### src/rtl/cdr_bb_loop.sv
module cdr_bb_loop #(
  parameter int DAC_W   = 8,
  parameter int ACC_W   = 20,
  parameter int SH_W    = 4,
  parameter int WIN_LEN = 64,
  parameter int CNT_W   = $clog2(WIN_LEN + 1)
) (
  input  logic             clk,
  input  logic             rst_n,
  input  logic [CNT_W-1:0] cal_target,
  input  logic             osc_div_pulse,
  input  logic [SH_W-1:0]  gain_sh,
  input  logic             d_a,
  input  logic             e_a,
  input  logic             d_b,
  input  logic             e_b,
  output logic             prop_up,
  output logic             prop_dn,
  output logic [DAC_W-1:0] dac_code,
  output logic             lock_ready
);
  localparam int FRAC_W = ACC_W - DAC_W;
  localparam int IDX_W  = $clog2(DAC_W);
  localparam int WC_W   = $clog2(WIN_LEN);

  function automatic logic signed [1:0] half_vote(input logic prv, input logic cur, input logic edg);
    if (prv == cur) return 2'sd0;
    return (edg == cur) ? 2'sd1 : -2'sd1;
  endfunction

  logic               prev_b;
  logic signed [1:0]  v_a, v_b;
  logic signed [2:0]  net;
  assign v_a = half_vote(prev_b, d_a, e_a);
  assign v_b = half_vote(d_a, d_b, e_b);
  assign net = {v_a[1], v_a} + {v_b[1], v_b};

  logic [ACC_W-1:0]          acc, acc_nxt;
  logic signed [ACC_W+1:0]   step, sum;
  localparam logic signed [ACC_W+1:0] ACC_MAX = {2'b00, {ACC_W{1'b1}}};
  assign step = $signed({{(ACC_W-1){net[2]}}, net}) <<< gain_sh;
  assign sum  = $signed({2'b00, acc}) + step;
  always_comb begin
    if (sum < 0)            acc_nxt = '0;
    else if (sum > ACC_MAX) acc_nxt = '1;
    else                    acc_nxt = sum[ACC_W-1:0];
  end

  logic [WC_W-1:0]  wcnt;
  logic [CNT_W-1:0] pcnt, cnt_tot;
  logic [DAC_W-1:0] trial, decided, bitm;
  logic [IDX_W-1:0] idx;
  logic             win_end;
  assign win_end = (wcnt == WC_W'(WIN_LEN - 1));
  assign cnt_tot = pcnt + CNT_W'(osc_div_pulse);
  assign bitm    = DAC_W'(1) << idx;
  assign decided = (cnt_tot < cal_target) ? trial : (trial & ~bitm);

  always_ff @(posedge clk or negedge rst_n) begin
    if (!rst_n) begin
      prev_b     <= 1'b0;
      wcnt       <= '0;
      pcnt       <= '0;
      trial      <= {1'b1, {(DAC_W-1){1'b0}}};
      idx        <= IDX_W'(DAC_W - 1);
      acc        <= '0;
      lock_ready <= 1'b0;
      prop_up    <= 1'b0;
      prop_dn    <= 1'b0;
    end else begin
      prev_b <= d_b;
      if (!lock_ready) begin
        wcnt <= win_end ? '0 : wcnt + WC_W'(1);
        pcnt <= win_end ? '0 : cnt_tot;
        if (win_end) begin
          if (idx == '0) begin
            lock_ready <= 1'b1;
            acc        <= {decided, {FRAC_W{1'b0}}};
          end else begin
            trial <= decided | (bitm >> 1);
            idx   <= idx - IDX_W'(1);
          end
        end
      end else begin
        acc     <= acc_nxt;
        prop_up <= (net > 3'sd0);
        prop_dn <= (net < 3'sd0);
      end
    end
  end

  assign dac_code = lock_ready ? acc[ACC_W-1 -: DAC_W] : trial;
endmodule

### config.mk
export PLATFORM = sky130hd
export DESIGN_NAME = cdr_bb_loop
export DESIGN_NICKNAME = d
export VERILOG_FILES = /design/src/rtl/cdr_bb_loop.sv
export SDC_FILE = /design/constraint.sdc
export NUM_CORES = 1
export LEC_CHECK = 0
export BUFFER_PORTS_ARGS = -buffer_cell sky130_fd_sc_hd__buf_2
export CAP_MARGIN = 25
export CORE_ASPECT_RATIO = 0.9
export CORE_MARGIN = 2
export CORE_UTILIZATION = 45
export CTS_BUF_LIST = sky130_fd_sc_hd__clkbuf_16
export DETAILED_ROUTE_END_ITERATION = 8
export PLACE_DENSITY = 0.6
export SYNTH_ARGS = -nofsm -noshare
export SYNTH_HDL_FRONTEND = slang
export SYNTH_SLANG_ARGS = --single-unit
### constraint.sdc
create_clock -name clk -period 7.55 [get_ports clk]
set_input_delay 0.755 -clock clk [delete_from_list [all_inputs] [get_ports clk]]
set_output_delay 0.755 -clock clk [all_outputs]
set_load 0.02 [all_outputs]
Word-level counts from Yosys, hierarchy flattened
Index checks and enable logic that the tools add are counted.

word-level totals
  register bits = 48
  output and inout bits = 11
  word-level logic and storage cells = 56

operators by class
  add/subtract/negate cells = 5
  magnitude comparators = 5
  equality and inequality tests = 5
  shift-type cells = 2
  multiplexer cells = 20
  bitwise logic cells = 5
  reductions and logical operators = 5

operators with widths
  cell                  number
  $mux 20               5
  $add 21x22->22        1
  $gt 22x21->1 const B  1
  $lt 22x1->1 const B   1
  $sshl 3x4->22         1
  $mux 8                2
  $mux 2                6
  $and 8x8->8           1
  $not 8->8             1
  $or 8x7->8            1
  $shl 1x3->8 const A   1
  $add 7x1->7           1
  $lt 7x7->1            1
  $mux 7                1
  $add 6x1->6 const B   1
  $eq 6x6->1 const B    1
  $mux 6                1
  $mux 1                5
  $eq 1x1->1            4
  $reduce_bool 2->1     2
  $add 2x2->3           1
  $gt 3x1->1 const B    1
  $logic_not 3->1       1
  $lt 3x1->1 const B    1
  4 further kinds       5

Longest topological paths before layout
Gate-level depths: netlist of the first run.

  depth after elaboration = 10
  depth in mapped cells = 18
  mapped depth without buffers = 17

Worst setup path after synthesis of the first run
No wires, ideal clock.

  path type = input-to-reg
  start = input d_a
  end = register acc[2]
  data arrival time = 4.298 ns
  setup slack = 3.125 ns
  stages = 17
  buffers on the path = 3
  cell sequence = xor2_1 > ha_1 > inv_1 > fa_1 > clkbuf_1 > mux2_2 > o21ai_0 > o21ai_0 > ha_1 > buf_2 > a21oi_1 > o21ai_4 > o31ai_2 > a21o_2 > nand2_1 > buf_2 > a221o_2

between the ends
  word-level cells in the longest chain between the ends = 10
  elaborated cells between the ends (all ways) = 16
  those cells by class = add/sub: 2; order compare: 2; eq/ne: 3; shift: 1; mux: 8

ends and longest elaborated chain
  item                                  RTL line  source
  from (decl)                           13        input logic d_a,
  $eq 1x1->1, on equally long branches  27, 28
  $mux 1 or $mux 2 (tied branches)      27, 28
  $mux 2                                28        return (edg == cur) ? 2'sd1 : -2'sd1;
  $add 2x2->3 (*)                       36        assign net = {v_a[1], v_a} + {v_b[1], v_b};
  named net net[2]                      33        logic signed [2:0] net;
  $sshl 3x4->22 (*)                     41        assign step = $signed({{(ACC_W-1){net[2]}}, net}) <<< gain_sh;
  $add 21x22->22 (*)                    42        assign sum = $signed({2'b00, acc}) + step;
  $gt 22x21->1                          45        else if (sum > ACC_MAX) acc_nxt = '1;
  $mux 20                               45
  $mux 20 (*)                           44        if (sum < 0) acc_nxt = '0;
  $mux 20 (*)                           72        if (!lock_ready) begin
  to (signal assigned)                  78        acc <= {decided, {FRAC_W{1'b0}}};
  to (signal assigned)                  85        acc <= acc_nxt;
  to (decl)                             38        logic [ACC_W-1:0] acc, acc_nxt;

Mark *: on every way through the listed nets, which the timed path passes. The rest lies on a longest branch.
A chain may end at the register's enable or synchronous reset.

Final worst setup path of the first run
  start = input d_a
  end = register acc[10]

The elaborated chain is that of the path after synthesis.

==> run summary, run 1 <==
die span in x: 104 µm
CP Max Fanout: 19
post-route setup TNS: 0 ns
Finish-stage setup viols: 0
EDFF count, synth: 0
Worst Hold Endpoint: trial[3]$_DFFE_PN0P_
R2R depth: 14
Worst IR Drop VDD: 0.000151 V
Buffers & Inverters on Critical Path: 2
CP top delay family: compound AO/OA/AOI/OAI gates
Hold WC Path Type: reg -> reg
reg-to-reg setup timing slack: 2.68 ns
#FFs+latches synth: 48
core area: 8610 µm²
H-tree depth: 2
standard-cell rows: 32
sequential share of the synthesized area: 0.300
Critical R2R Launch: prev_b$_DFF_PN0_
hold path cells: 2
global-route wire length before repair: 17,000 µm
routed vias/inst: 5.78
final instance area: 4430 µm²
via count: 3,446
Post-CTS Hold Buffers: 0
Routed Antenna Nets: 0
Relative slew margins: 0.501
fin nets: 533
Clock Latency Late Sink: 0.30 ns
Crit. End Element: register
Routed wire per std cell: 16.6 µm
# IOs: 29
Area contributors post-synth: dfrtp_1 27%, ha_1 11%, nand2_1 5.0%, a21oi_1 3.9%, o21ai_0 3.9%
min cycle time layout: 5.08 ns
number of antenna diodes: 0
crit path kind: in -> reg
Layout fillers: 844
Startpoint Class: primary input
Synth Flop Type: dfrtp_1
Leak: 0.00206 µW
gr ovfl total: 0
WP data required: 7.78 ns
Critical Path AT: 5.31 ns
initial core utilization: 0.467
Max Fclk: 0.197 GHz
share of cells above drive strength 1: 0.149
status: finished, final reports clean
final WL: 9920 µm
Final Max Slew Viols: 0
largest net degree at the start of global routing: 49
WP depth: 15
RSZ-0062 raised after global routing: no
Initial DRC Count: 148
Slew @ Worst Pin: 0.749 ns
most area-hungry cell type in the Yosys netlist: dfrtp_1
most common cell in the netlist: nand2_1
area grow syn2layout: 10.2%
die height: 93.7 µm
syn_nets: 515
DRC violations left: 0
top cell type's share of synthesized area: 0.274
GP Congestion: 0.898
hold slack: 0.497 ns
min-delay src: trial[3]$_DFFE_PN0P_
vias in the first global route: 3,478
Power per Cell Area: 183 nW/µm²
Post-CTS Setup Inserts: 0
Async S/R FF share, synth: 1.00
RR Endpoint: acc[10]$_DFFE_PN0P_
CTS tree: done
area of the multi-input gates: 2650 µm²
final hold vios: 0
Distinct cells, synth: 67
Netlist Area Pre-Place: 4020 µm²
Register Area: 1210 µm²
GRT Overall Usage: 0.216
Placed Area: 4230 µm²
clock sinks: 48
synth cell count leaders: 54 x nand2_1, 44 x dfrtp_1, 36 x ha_1
Longest Clk Path Bufs: 2
post_cts resized: 0
Synth Warn #: 0
Worst path max stage delay: 0.72 ns
Clock Skews: 0.00934 ns
Mapped Cells: 458
CTS Buf Count: 5
sequence of cells on the critical path: buf_2 > xor2_1 > ha_1 > inv_1 > fa_1 > mux2_2 > o21ai_0 > o21ai_0 > ha_1 > a21oi_1 > o21ai_4 > o31ai_2 > nand4b_1 > a22oi_2 > a221o_1
initial antenna violation count: 0
DR pass1 iterations: 4
max-cap violation count: 0
Die ar.: 9700 µm²
CP max stage cell: a22oi_2
Buffers on Ports: 28
Synth Area per Inst: 8.77 µm²
clock transition at the registers of the reported paths: 0.07 ns
fin crit share: 0.673
DP Wirelength: 7350 µm
clk root buf: clkbuf_16
[registers in the layout, indices dropped and copies added (netlist names)]
register,count
acc,20
trial,8
pcnt,7
wcnt,6
idx,3
lock_ready,1
prev_b,1
prop_dn,1
prop_up,1
[cells in the final DEF, fill, tap and decap left out, types with 15 or more instances in the layout]
| cell | synthesis | layout |
|---|---|---|
| buf_2 | 5 | 28 |
| nand2_1 | 54 | 54 |
| a21oi_1 | 31 | 31 |
| ha_1 | 36 | 36 |
| xor2_1 | 15 | 15 |
| nor2_1 | 31 | 31 |
| dfrtp_1 | 44 | 44 |
| xnor2_1 | 15 | 15 |
| inv_1 | 18 | 18 |
| o21ai_0 | 31 | 31 |
[worst max-delay path by stage]
stage,startpoint,end
after floorplan,d_a,acc[2]$_DFFE_PN0P_
after global placement,d_a,acc[3]$_DFFE_PN0P_
after detailed placement,d_a,acc[7]$_DFFE_PN0P_
after CTS,d_a,acc[7]$_DFFE_PN0P_
after global routing,d_a,acc[10]$_DFFE_PN0P_
final,d_a,acc[10]$_DFFE_PN0P_
[cell type report]
class,instances,area share
well taps,119,0.0336
clock inverters,3,0.0155
repair buffers,31,0.0367
clock buffers,5,0.0283
flip-flops and latches,48,0.272
multi-input cells,372,0.598
inverters,18,0.0153
[worst min-delay path: stages (launching register included)]
cell     delay, ns
dfrtp_1       0.36
nand2_1       0.05
nand2_1       0.05
[metrics by stage]
step	std cells	power [µW]	setup WS, ns	utilization
after CTS	596	814	2.52	0.514
final	596	811	2.47	0.514
after detailed placement	588	515	2.25	0.492
after global routing	596	861	2.15	0.514
after floorplan	458	455	3.13	-
after global placement	588	505	2.37	0.492
[report_power, final]
part	switching [µW]	internal, µW	total (µW)
Clock	110	191	302
Combinational	131	83.2	214
Sequential	19.7	276	296
Total	261	551	811
[metal layers]
layer / GRT usage / up-vias / part of all wire
li1: - / 1719 / -
met1: 0.311 / 1654 / 0.51
met2: 0.350 / 67 / 0.44
met3: 0.0270 / 6 / 0.033
met4: 0.0473 / 0 / 0.0083
met5: 0 / - / 0
[cells by family after synthesis]
kind of cell | Yosys count | share of synthesized area
compound gates | 148 | 0.261
simple gates | 141 | 0.168
flops | 48 | 0.300
fa+ha+maj | 39 | 0.127
buf+inv | 38 | 0.0408
xor+xnor | 30 | 0.0654
mux | 14 | 0.0380
Note: power is estimated with default switching activity, not from simulation.
==> run 2: changes to the inputs <==
==> constraint.sdc (replaced) <==
create_clock -name clk -period 5.2 [get_ports clk]
set_input_delay 0.52 -clock clk [delete_from_list [all_inputs] [get_ports clk]]
set_output_delay 0.52 -clock clk [all_outputs]
set_load 0.02 [all_outputs]
==> run 2 against run 1 <==
  * Hold slack got worse by 0.16 ns
  * Clock-buffer cell count did not move
  * Register-to-register slack got worse by 2.1 ns
  * Critical endpoint is now acc[3]$_DFFE_PN0P_
==> run summary, run 2 (same netlist as run 1, synthesis figures left out) <==
Register Area: 1210 µm² (unchanged)
initial core utilization: 0.467 (unchanged)
CP Max Fanout: 12 (-7)
Largest register FFs: 20 (unchanged)
largest net degree at the start of global routing: 50 (+2.0%)
Crit. End Element: register
post_cts resized: 0 (unchanged)
RR Endpoint: acc[3]$_DFFE_PN0P_
crit path kind: in -> reg
via count: 3,446 (unchanged)
Clock Latency Late Sink: 0.29 ns (about the same)
DP Wirelength: 7150 µm (-2.7%)
clock sinks: 48 (unchanged)
GRT Overall Usage: 0.207 (-0.00858)
post-route setup TNS: 0 ns (unchanged)
die height: 93.7 µm (unchanged)
DRC violations left: 0 (unchanged)
H-tree depth: 2 (unchanged)
reg-to-reg setup timing slack: 0.62 ns (-2.06 ns)
most frequent cells in the layout: 54 x nand2_1, 44 x dfrtp_1, 36 x ha_1
Finish-stage setup viols: 0 (unchanged)
Layout fillers: 831 (-1.5%)
Leak: 0.00207 µW (+0.55%)
R2R depth: 13 (-1)
Final Max Slew Viols: 0 (unchanged)
final hold vios: 0 (unchanged)
share of cells above drive strength 1: 0.150 (+0.00147)
clk root buf: clkbuf_16
Routed wire per std cell: 16.3 µm (-2.1%)
core area: 8610 µm² (unchanged)
CTS Buf Count: 5 (unchanged)
Worst IR Drop VDD: 0.000149 V (-1.6%)
status: finished, final reports clean
min cycle time layout: 4.60 ns
Initial DRC Count: 198 (+34%)
WP data required: 5.37 ns (-2.41 ns)
Critical Path AT: 4.77 ns (-0.54 ns)
global-route wire length before repair: 16,100 µm (-5.6%)
most common cell after layout, fill and taps aside: nand2_1
routed vias/inst: 5.76 (-0.33%)
area grow syn2layout: 10.4%
# IOs: 29 (unchanged)
gr ovfl total: 0 (unchanged)
clock transition at the registers of the reported paths: 0.07 ns (about the same)
fin nets: 535 (+0.38%)
Critical R2R Launch: prev_b$_DFF_PN0_
Clock Skews: 0.00671 ns (-0.00263 ns)
GP Congestion: 0.943 (+5.0%)
Slew @ Worst Pin: 0.771 ns (+0.0219 ns)
Routed Antenna Nets: 0 (unchanged)
Startpoint Class: primary input
DR pass1 iterations: 4 (unchanged)
Util after Layout: 0.516 (+0.00116)
Post-CTS Setup Inserts: 0 (unchanged)
biggest regs: acc x20, trial x8, pcnt x7
fin crit share: 0.885
Buffers on Ports: 28 (unchanged)
Most flops, register: acc
max-cap violation count: 0 (unchanged)
Die ar.: 9700 µm² (unchanged)
Post-CTS Hold Buffers: 0 (unchanged)
die span in x: 104 µm (unchanged)
vias in the first global route: 3,293 (-5.3%)
RSZ-0062 raised after global routing: no
Power per Cell Area: 261 nW/µm² (+42%)
Max Fclk: 0.217 GHz
standard-cell rows: 32 (unchanged)
CTS tree: done
final WL: 9740 µm (-1.8%)
number of antenna diodes: 0 (unchanged)
Hold WC Path Type: in -> async
Relative slew margins: 0.482 (-0.0194)
initial antenna violation count: 0 (unchanged)
area of the multi-input gates: 2650 µm² (unchanged)
Longest Clk Path Bufs: 2 (unchanged)
-- run 2: changes by cell type in the layout (fill, tap and decap cells not counted) --
| cell | delta |
|---|---|
| inv_6 | -1 |
| inv_1 | +1 |
| buf_4 | +2 |
-- run 2: critical path, cell delays in order --
cell	delay [ns]
buf_2	0.13
nand2b_1	0.14
o21ai_0	0.35
fa_1	0.58
mux2_2	0.29
o21ai_0	0.25
o21ai_0	0.14
ha_1	0.44
a21oi_1	0.32
o21ai_4	0.12
o31ai_2	0.48
a21o_2	0.27
nand2_1	0.31
a221o_2	0.43
-- run 2: final cells by class --
type / count / area share
clock buffer: 5 / 0.0282
clock inverter: 3 / 0.0144
inverter: 18 / 0.0152
multi-input combinational: 372 / 0.597
sequential: 48 / 0.272
tap: 119 / 0.0335
timing repair buffer: 33 / 0.0400
-- run 2: how the worst max path moves through the flow --
stage,startpoint,endpoint,slack (ns),cells past startpoint
final,d_a,acc[3]$_DFFE_PN0P_,0.60,14
after detailed placement,d_a,acc[3]$_DFFE_PN0P_,0.36,14
after floorplan,d_a,acc[2]$_DFFE_PN0P_,1.01,17
after CTS,d_a,acc[3]$_DFFE_PN0P_,0.64,14
after global routing,prev_b$_DFF_PN0_,acc[11]$_DFFE_PN0P_,0.23,13
after global placement,d_a,acc[3]$_DFFE_PN0P_,0.48,14
-- run 2: power by group --
group          switching [µW]  internal (µW)
Sequential               28.7            401
Clock                     148            274
Combinational             186            121
Total                     362            796
-- run 2: layer usage --
metal	up-vias	wire, µm	track usage	part of all wire
li1	1723	-	-	-
met1	1641	5070	0.303	0.52
met2	76	4150	0.322	0.43
met3	6	439	0.0326	0.045
met4	0	80	0.0495	0.0082
met5	-	0	0	0
-- run 2: stage by stage --
step | cells | total power (µW) | cell area (µm²) | worst slack, ns | hold WS (ns)
6_report | 598 | 1160 | 4440 | 0.599 | 0.340
5_1_grt | 598 | 1230 | 4440 | 0.226 | 0.379
3_3_place_gp | 590 | 734 | 4250 | 0.479 | 0.467
4_1_cts | 598 | 1170 | 4440 | 0.639 | 0.365
2_1_floorplan | 458 | 661 | 4020 | 1.01 | 0.224
3_5_place_dp | 590 | 743 | 4250 | 0.361 | 0.474
==> run 3: changes to the inputs <==
--- a/config.mk
+++ b/config.mk
@@ -5,7 +5,7 @@
 export SDC_FILE = /design/constraint.sdc
 export NUM_CORES = 1
 export LEC_CHECK = 0
-export BUFFER_PORTS_ARGS = -buffer_cell sky130_fd_sc_hd__buf_2
+export BUFFER_PORTS_ARGS = -buffer_cell sky130_fd_sc_hd__buf_4
 export CAP_MARGIN = 25
 export CORE_ASPECT_RATIO = 0.9
 export CORE_MARGIN = 2
==> run 3 against run 2 <==
  * Via count is 0.52% higher
  * Hold slack worse by 0.091 ns
  * Sequential share of layout area is 0.12 points lower
  * Register-to-register slack better by 0.12 ns
  * Fmax is 3.1% higher
  * Sequential power hardly changed
  * Clock skew is 0.0018 ns lower
  * Flip-flop and latch count stayed put
  * Global-route usage is 0.34 points higher
  * Die area stayed put
  * Utilization is 0.23 points higher
==> run summary, run 3 (same netlist as run 1, synthesis figures left out) <==
Crit. End Element: register
Largest register FFs: 20 (unchanged)
area of the multi-input gates: 2650 µm² (unchanged)
number of antenna diodes: 0 (unchanged)
max-cap violation count: 0 (unchanged)
CTS tree: done
largest net degree at the start of global routing: 49 (-2.0%)
Register Area: 1210 µm² (unchanged)
most frequent cells in the layout: 54 x nand2_1, 44 x dfrtp_1, 36 x ha_1
Non-Filler Instances: 597 (-0.17%)
Layout fillers: 843 (+1.4%)
sequence of cells on the critical path: nor2_1 > nand2_1 > o21ai_0 > fa_1 > mux2i_1 > or2_2 > nor3_1 > ha_1 > a211oi_2 > o21a_2 > nor3_2 > o31ai_2 > nand4b_1 > nand2_1 > a221o_1
core area: 8610 µm² (unchanged)
Relative slew margins: 0.500 (+0.0181)
final WL: 9820 µm (+0.78%)
total power: 1070 µW (-7.3%)
crit path kind: reg -> reg
Critical R2R Launch: prev_b$_DFF_PN0_
via count: 3,464 (+0.52%)
Initial DRC Count: 186 (-6.1%)
fin nets: 534 (-0.19%)
min cycle time layout: 4.46 ns (-0.138 ns)
Clock Skews: 0.00496 ns (-0.00176 ns)
DR pass1 iterations: 6 (+2)
Post-CTS Hold Buffers: 0 (unchanged)
DRC violations left: 0 (unchanged)
DP Wirelength: 7290 µm (+1.9%)
RSZ-0062 raised after global routing: no
Routed Antenna Nets: 0 (unchanged)
Most flops, register: acc
CTS Buf Count: 5 (unchanged)
Place WS: 0.478 ns (+0.117 ns)
Hold WC Path Type: in -> async
Finish-stage setup viols: 0 (unchanged)
GP Congestion: 0.931 (-1.3%)
most common cell after layout, fill and taps aside: nand2_1
CP Max Fanout: 12 (unchanged)
Startpoint Class: register
placed insts: 589 (-0.17%)
Slew @ Worst Pin: 0.744 ns (-0.0269 ns)
# IOs: 29 (unchanged)
CP max stage cell: fa_1
routed vias/inst: 5.80 (+0.69%)
global-route wire length before repair: 16,700 µm (+3.6%)
area grow syn2layout: 10.9%
Critical Path AT: 4.69 ns (-0.08 ns)
initial core utilization: 0.467 (unchanged)
final instance area: 4460 µm² (+0.45%)
share of cells above drive strength 1: 0.149 (-0.00178)
R2R depth: 15 (+2)
status: finished, final reports clean
H-tree depth: 2 (unchanged)
die span in x: 104 µm (unchanged)
Worst path max stage delay: 0.70 ns (+0.12 ns)
Worst IR Drop VDD: 0.000135 V (-9.7%)
clk root buf: clkbuf_16
Buffers on Ports: 28 (unchanged)
gr ovfl total: 0 (unchanged)
Longest Clk Path Bufs: 2 (unchanged)
Setup crit start: prev_b$_DFF_PN0_
initial antenna violation count: 0 (unchanged)
most used cell, CP: nand2_1
Post-CTS Setup Inserts: 0 (unchanged)
Routed wire per std cell: 16.4 µm (+0.95%)
reg-to-reg setup timing slack: 0.74 ns (+0.12 ns)
Placed Area: 4310 µm² (+1.5%)
die height: 93.7 µm (unchanged)
fin crit share: 0.858 (-0.0264)
final hold vios: 0 (unchanged)
Max Fclk: 0.224 GHz (+3.1%)
clock sinks: 48 (unchanged)
post_cts resized: 0 (unchanged)
biggest regs: acc x20, trial x8, pcnt x7
GRT Overall Usage: 0.211 (+0.00337)
WP data required: 5.43 ns (+0.06 ns)
Critical Path Sink: acc[5]$_DFFE_PN0P_
Clock Latency Late Sink: 0.29 ns (about the same)
clock transition at the registers of the reported paths: 0.07 ns (about the same)
Leak: 0.00206 µW (-0.51%)
Final WS setup: 0.736 ns (+0.138 ns)
Die ar.: 9700 µm² (unchanged)
post-route setup TNS: 0 ns (unchanged)
RR Endpoint: acc[5]$_DFFE_PN0P_
standard-cell rows: 32 (unchanged)
vias in the first global route: 3,339 (+1.4%)
Final Max Slew Viols: 0 (unchanged)
Power per Cell Area: 241 nW/µm² (-7.7%)
-- run 3: metal layers --
layer / vias to the layer above / routed length [µm] / track usage
met3: 5 / 531 / 0.0291
met4: 0 / 61 / 0.0417
met2: 79 / 4250 / 0.322
met5: - / 0 / 0
met1: 1659 / 4970 / 0.319
li1: 1721 / - / -
-- run 3: layout make-up --
class / instances / share of cell area
multi-input combinational: 372 / 0.594
sequential: 48 / 0.271
timing repair buffer: 32 / 0.0539
tap: 119 / 0.0334
clock buffer: 5 / 0.0281
inverter: 18 / 0.0152
clock inverter: 3 / 0.00477
-- run 3: critical path, delay by kind of cell, from the launching register on --
family | cells | cell delay (ns)
AOI/OAI and AO/OA | 5 | 1.29
adders and majority gates | 2 | 1.02
DFF | 1 | 0.39
muxes | 1 | 0.13
and+or+nand+nor | 7 | 1.57
-- run 3: worst min path at each step --
stage	from	endpoint	slack, ns	depth (start not counted)
finish	rst_n	acc[16]$_DFFE_PN0P_	0.25	1
CTS	rst_n	trial[5]$_DFFE_PN0P_	0.28	1
global route	rst_n	trial[5]$_DFFE_PN0P_	0.31	1
floorplan	rst_n	acc[0]$_DFFE_PN0P_	0.22	0
detailed placement	wcnt[4]$_DFFE_PN0N_	wcnt[4]$_DFFE_PN0N_	0.49	1
global placement	trial[3]$_DFFE_PN0P_	trial[3]$_DFFE_PN0P_	0.48	2
-- run 3: through the flow --
stage,util,hold WS (ns)
6_report,0.518,0.249
4_1_cts,0.518,0.281
3_3_place_gp,0.501,0.481
3_5_place_dp,0.501,0.486
5_1_grt,0.518,0.314
2_1_floorplan,-,0.224
-- run 3: where the power goes --
| part | switching (µW) | leakage [µW] | internal [µW] |
|---|---|---|---|
| combinational | 185 | 0.00139 | 124 |
| sequential | 28.9 | 0.000595 | 401 |
| clock | 153 | 0.0000722 | 181 |
